**src/rtl/cca_pkg.sv**
```systemverilog
package cca_pkg;
   // Per-bit carry behaviour of an operand pair
   typedef enum logic [1:0] {
      KIND_KILL = 2'd0,   // both bits zero: carry out is 0
      KIND_PROP = 2'd1,   // bits differ: carry out equals carry in
      KIND_GEN  = 2'd2    // both bits one: carry out is 1
   } bit_kind_e;
endpackage

```
**src/rtl/cca_classify.sv**
```systemverilog
module cca_classify
   import cca_pkg::*;
#(
   parameter int WIDTH = 16
) (
   input  logic [WIDTH-1:0]            x,
   input  logic [WIDTH-1:0]            y,
   output bit_kind_e [WIDTH-1:0]       kind
);
   for (genvar i = 0; i < WIDTH; i++) begin : g_bit
      assign kind[i] = (x[i] & y[i]) ? KIND_GEN :
                       (x[i] ^ y[i]) ? KIND_PROP : KIND_KILL;
   end
endmodule

```
**src/rtl/cca_rail_chain.sv**
```systemverilog
module cca_rail_chain
   import cca_pkg::*;
#(
   parameter int WIDTH = 16
) (
   input  logic                  clk,
   input  logic                  rst_n,
   input  logic                  start,
   input  bit_kind_e [WIDTH-1:0] new_kind,
   input  logic                  carry_in,
   output bit_kind_e [WIDTH-1:0] kind_q,
   output logic [WIDTH-1:0]      rail_one,
   output logic [WIDTH-1:0]      rail_zero,
   output logic                  cin_q
);
   logic [WIDTH-1:0] below_one;
   logic [WIDTH-1:0] below_zero;

   always_ff @(posedge clk or negedge rst_n) begin
      if (!rst_n)     cin_q <= 1'b0;
      else if (start) cin_q <= carry_in;
   end

   // Rails presented to each position by its lower neighbour; bit 0 sees the carry input
   assign below_one  = {rail_one[WIDTH-2:0],  cin_q};
   assign below_zero = {rail_zero[WIDTH-2:0], ~cin_q};

   for (genvar i = 0; i < WIDTH; i++) begin : g_pos
      bit_kind_e k_q;
      logic      one_q;
      logic      zero_q;

      always_ff @(posedge clk or negedge rst_n) begin
         if (!rst_n) begin
            k_q    <= KIND_KILL;
            one_q  <= 1'b0;
            zero_q <= 1'b0;
         end else if (start) begin
            k_q    <= new_kind[i];
            one_q  <= (new_kind[i] == KIND_GEN);
            zero_q <= (new_kind[i] == KIND_KILL);
         end else if (k_q == KIND_PROP) begin
            one_q  <= below_one[i];
            zero_q <= below_zero[i];
         end
      end

      assign kind_q[i]    = k_q;
      assign rail_one[i]  = one_q;
      assign rail_zero[i] = zero_q;
   end
endmodule

```
**src/rtl/cca_step_counter.sv**
```systemverilog
module cca_step_counter #(
   parameter int WIDTH = 16,
   parameter int CNT_W = $clog2(WIDTH + 2)
) (
   input  logic             clk,
   input  logic             rst_n,
   input  logic             start,
   input  logic             resolved,
   output logic [CNT_W-1:0] count
);
   localparam logic [CNT_W-1:0] CNT_MAX = CNT_W'(WIDTH + 1);

   logic active_q;

   always_ff @(posedge clk or negedge rst_n) begin
      if (!rst_n) begin
         active_q <= 1'b0;
         count    <= '0;
      end else if (start) begin
         active_q <= 1'b1;
         count    <= CNT_W'(1);
      end else if (active_q && !resolved && count != CNT_MAX) begin
         count    <= count + CNT_W'(1);
      end
   end
endmodule

```
**src/rtl/carry_completion_adder.sv**
```systemverilog
module carry_completion_adder
   import cca_pkg::*;
#(
   parameter int WIDTH = 16,
   localparam int CNT_W = $clog2(WIDTH + 2)
) (
   input  logic             clk,
   input  logic             rst_n,
   input  logic             start,
   input  logic [WIDTH-1:0] op_a,
   input  logic [WIDTH-1:0] op_b,
   input  logic             carry_in,
   output logic [WIDTH-1:0] sum,
   output logic             carry_out,
   output logic             overflow,
   output logic             done,
   output logic [CNT_W-1:0] cycles
);
   if (WIDTH < 2) begin : g_width_bad
      $error("carry_completion_adder: WIDTH must be at least 2");
   end

   bit_kind_e [WIDTH-1:0] new_kind;
   bit_kind_e [WIDTH-1:0] kind_q;
   logic [WIDTH-1:0]      rail_one;
   logic [WIDTH-1:0]      rail_zero;
   logic                  cin_q;
   logic [WIDTH-1:0]      carry_into;

   cca_classify #(.WIDTH(WIDTH)) u_classify (
      .x    (op_a),
      .y    (op_b),
      .kind (new_kind)
   );

   cca_rail_chain #(.WIDTH(WIDTH)) u_chain (
      .clk       (clk),
      .rst_n     (rst_n),
      .start     (start),
      .new_kind  (new_kind),
      .carry_in  (carry_in),
      .kind_q    (kind_q),
      .rail_one  (rail_one),
      .rail_zero (rail_zero),
      .cin_q     (cin_q)
   );

   // A position is resolved when either of its rails is set
   assign done = &(rail_one | rail_zero);

   cca_step_counter #(.WIDTH(WIDTH), .CNT_W(CNT_W)) u_count (
      .clk      (clk),
      .rst_n    (rst_n),
      .start    (start),
      .resolved (done),
      .count    (cycles)
   );

   assign carry_into = {rail_one[WIDTH-2:0], cin_q};

   for (genvar i = 0; i < WIDTH; i++) begin : g_sum
      assign sum[i] = (kind_q[i] == KIND_PROP) ^ carry_into[i];
   end

   assign carry_out = rail_one[WIDTH-1];
   assign overflow  = rail_one[WIDTH-1] ^ rail_one[WIDTH-2];
endmodule

```
**config.mk**
```make
export PLATFORM = sky130hd
export DESIGN_NAME = carry_completion_adder
export DESIGN_NICKNAME = d
export VERILOG_FILES = /design/src/rtl/cca_pkg.sv /design/src/rtl/cca_classify.sv /design/src/rtl/cca_rail_chain.sv /design/src/rtl/cca_step_counter.sv /design/src/rtl/carry_completion_adder.sv
export SDC_FILE = /design/constraint.sdc
export NUM_CORES = 1
export LEC_CHECK = 0
export ABC_AREA = 0
export BUFFER_PORTS_ARGS = -buffer_cell sky130_fd_sc_hd__buf_2
export CORE_MARGIN = 2
export CORE_UTILIZATION = 55
export DETAILED_ROUTE_END_ITERATION = 16
export GPL_TIMING_DRIVEN = 0
export HOLD_SLACK_MARGIN = 0.12
export PLACE_DENSITY = 0.78
export SLEW_MARGIN = 20
export SYNTH_ARGS = -nofsm -noshare
export SYNTH_HDL_FRONTEND = slang
export SYNTH_SLANG_ARGS = --single-unit
```
**constraint.sdc**
```tcl
create_clock -name clk -period 2.3 [get_ports clk]
set_input_delay 0.345 -clock clk [delete_from_list [all_inputs] [get_ports clk]]
set_output_delay 0.345 -clock clk [all_outputs]
set_load 0.005 [all_outputs]
```
==> run summary <==
Share of cells above drive strength 1: 19.2%
Top-level I/O count: 60
Worst-skew pair later-pin latency: 350 ps
# rows: 30
DR iter-0 viols: 173
Via count of the first global-routing pass: 2860
Ant. Diodes: 0
Outcome: completed
Vias/cell: 5.41
Final Skew: 6.90 ps
Register area share after synthesis: 47.5%
Num CTS Buffers: 9
Reg2reg end: u_count.count[2]
Commonest non-fill, non-tap cell in the layout: dfrtp_1
Detailed-placement wirelength estimate: 5.92 mm
Routed WL: 8.19 mm
Net Sw Frac: 28.7%
Avg Inst Size Synth: 10.2 um2
Core Util, Final: 65.6%
Yosys reg bits: 71
Worst R2R Path Depth: 6
Critical path peak fanout: 10
Tcrit/Tclk final: 80.5%
Critical path required time: 1960 ps
Tot GR Track Use: 24.3%
Wire length per cell: 15.7 um
Setup WS pre-CTS: 452 ps
Cell Pwr Density: 732 nW/um2
Cell Area, Synth: 3740 um2
WP depth: 5
Fillers: 542
Switch Pwr: 0.000922 W
R2R Setup Slk: 670 ps
Worst path max stage delay: 490 ps
Static leakage: 2.33 nW
Layout Cells excl Fill: 522
Critical Path Start Type: flop
Clk pwr share: 32.7%
CP arrival: 1510 ps
Critical path's slowest cell: dfrtp_1
Initial Utilization: 56.0%
CTS root buf: clkbuf_8
# DRC: 0
Largest net degree at the start of global routing: 58
Routability cong.: 0.779
Crit path kind: flop to output pin
Clk slew on worst S/H paths: 70 ps
Part of the power in registers: 47.1%
Worst path bufs/invs: 2
Area grow syn2layout: 17.2%
Max cap viols: 0
Hold Slack: 216 ps
Setup violators final: 0
Overflow after GRT: 0
H-tree levels: 3
Via count: 2822
Reg2reg start: u_chain.g_pos[0].zero_q
Setup ws final: 450 ps
Setup_tns: 0 ps
Core area: 6680 um2
Register area: 1780 um2
Syn Nets: 435
Post-synthesis cell count: 365
PortBufs: 59
Ys Warns: 0
Drt first pass iters: 5
CP Cell Sequence: o22ai_2, nor2_1, and4_4, buf_6, buf_2
Die area: 7470 um2
Number of antenna violations at the first check in global routing: 0
Max_slew headroom: 57.2%
Placed Cells: 505
Worst Tran Pin Value: 642 ps
Area of the multi-input gates: 1720 um2
Critical path startpoint: u_chain.g_pos[13].one_q
Comb power frac: 20.2%
HP Class: input port to flop
Die Y-Extent: 86.4 um
First-pass GRT wire length: 13.8 mm
Peak supply drop: 0.391 mV
RSZ-0062 raised after global routing: no
Setup crit end: done
Final Net Count: 507
Final hold viol count: 0
FMAX: 540 MHz
Die width: 86.4 um
Max clock buf depth: 2
Post-route ant nets: 0
CP top delay family: flip-flops
Sink Count: 71
CTS tree: built
Final Max Tran Viols: 0
Most frequent cells in the layout: 71 x dfrtp_1, 60 x buf_2, 51 x nand2_1, 49 x o21ai_1, 47 x inv_1
Netlist cell types: 29
Internal: 0.00229 W
CP endpoint kind: output pin
Crit path time final: 1850 ps
-- tightest hold or removal path, stage by stage --
cell and delay (ps):
buf_2 70, nand2_1 40, o21ai_1 70
-- routing by layer --
layer	vias up	wire length (um)	GRT usage (%)	share of wire [%]
li1	1349	-	-	-
met1	1393	3570	31.0	44
met2	70	4130	41.0	50
met3	10	351	4.00	4.3
met4	0	141	10.7	1.7
met5	-	0	0	0
-- cell usage after synthesis --
master    number  area share, %
a21oi_1        2           0.27
and4_4         1           0.30
buf_1          1           0.10
buf_2          2           0.27
buf_6          1           0.30
clkbuf_1       8           0.80
dfrtp_1       71             48
ha_1          34             11
inv_1         47            4.7
inv_2          4           0.40
mux2_1        16            4.8
mux2i_1       32            8.6
nand2_1       51            5.1
nand3_1        2           0.27
nand4_1        2           0.33
nor2_1         5           0.50
nor3_1         1           0.13
o211ai_1       2           0.40
o21ai_0        3           0.40
o21ai_1       49            6.6
o22ai_1        6            1.0
o22ai_2        2           0.67
o41ai_1        1           0.23
or2_1          1           0.17
or3_1          2           0.33
or3b_1         1           0.23
or4_1          1           0.20
xnor2_1       16            3.7
xor2_1         1           0.23
-- area by class of cell --
type | count | area share, %
flip-flops and latches | 71 | 40.5
clock buffers | 13 | 3.85
clock inverters | 3 | 0.914
plain buffers | 12 | 1.26
well taps | 80 | 2.28
multi-input cells | 231 | 39.1
inverters | 51 | 4.37
repair buffers | 61 | 7.65
-- power by group through the flow --
stage | sequential, W | clock, W | combinational [W]
2_1_floorplan | 0.00150 | 0 | 0.000407
3_3_place_gp | 0.00153 | 0 | 0.000616
3_5_place_dp | 0.00153 | 0 | 0.000648
4_1_cts | 0.00151 | 0.00105 | 0.000656
5_1_grt | 0.00153 | 0.00111 | 0.000727
6_report | 0.00151 | 0.00105 | 0.000647
-- logic make-up after synthesis --
group,Yosys count,synth area share (%)
AOI/OAI and AO/OA,65,9.54
xor gates and xnor gates,17,3.98
adders and majority gates,34,11.4
buffers and inverters,63,6.59
DFF,71,47.5
muxes,48,13.4
and+or+nand+nor,67,7.60
-- worst min-delay path by stage --
stage,slack [ps],start,endpoint,cells past startpoint
2_1_floorplan,50,rst_n,u_chain.cin_q,0
3_3_place_gp,470,u_chain.g_pos[3].k_q[0],u_chain.g_pos[3].k_q[0],1
3_5_place_dp,220,rst_n,u_chain.cin_q,1
4_1_cts,210,carry_in,u_chain.cin_q,3
5_1_grt,230,carry_in,u_chain.cin_q,3
6_report,220,carry_in,u_chain.cin_q,3
-- timing repair --
action | CTS | global route
gates resized for setup | 0 | 0
hold endpoints to repair | 14 | 0
hold buffers | 1 | 0
setup buffers | 0 | 0
-- registers in the layout, indices dropped and copies added (netlist names) --
name,flops
u_chain.cin_q,1
u_chain.g_pos.k_q,32
u_chain.g_pos.one_q,16
u_chain.g_pos.zero_q,16
u_count.active_q,1
u_count.count,5
-- per-stage QoR --
stage	cell area [um2]	total power [W]
final	4380	0.00321
after global routing	4380	0.00337
after CTS	4380	0.00322
after detailed placement	4160	0.00218
after global placement	4130	0.00214
after floorplan	3740	0.00190
No activity file was read; power rests on OpenSTA's default activity.
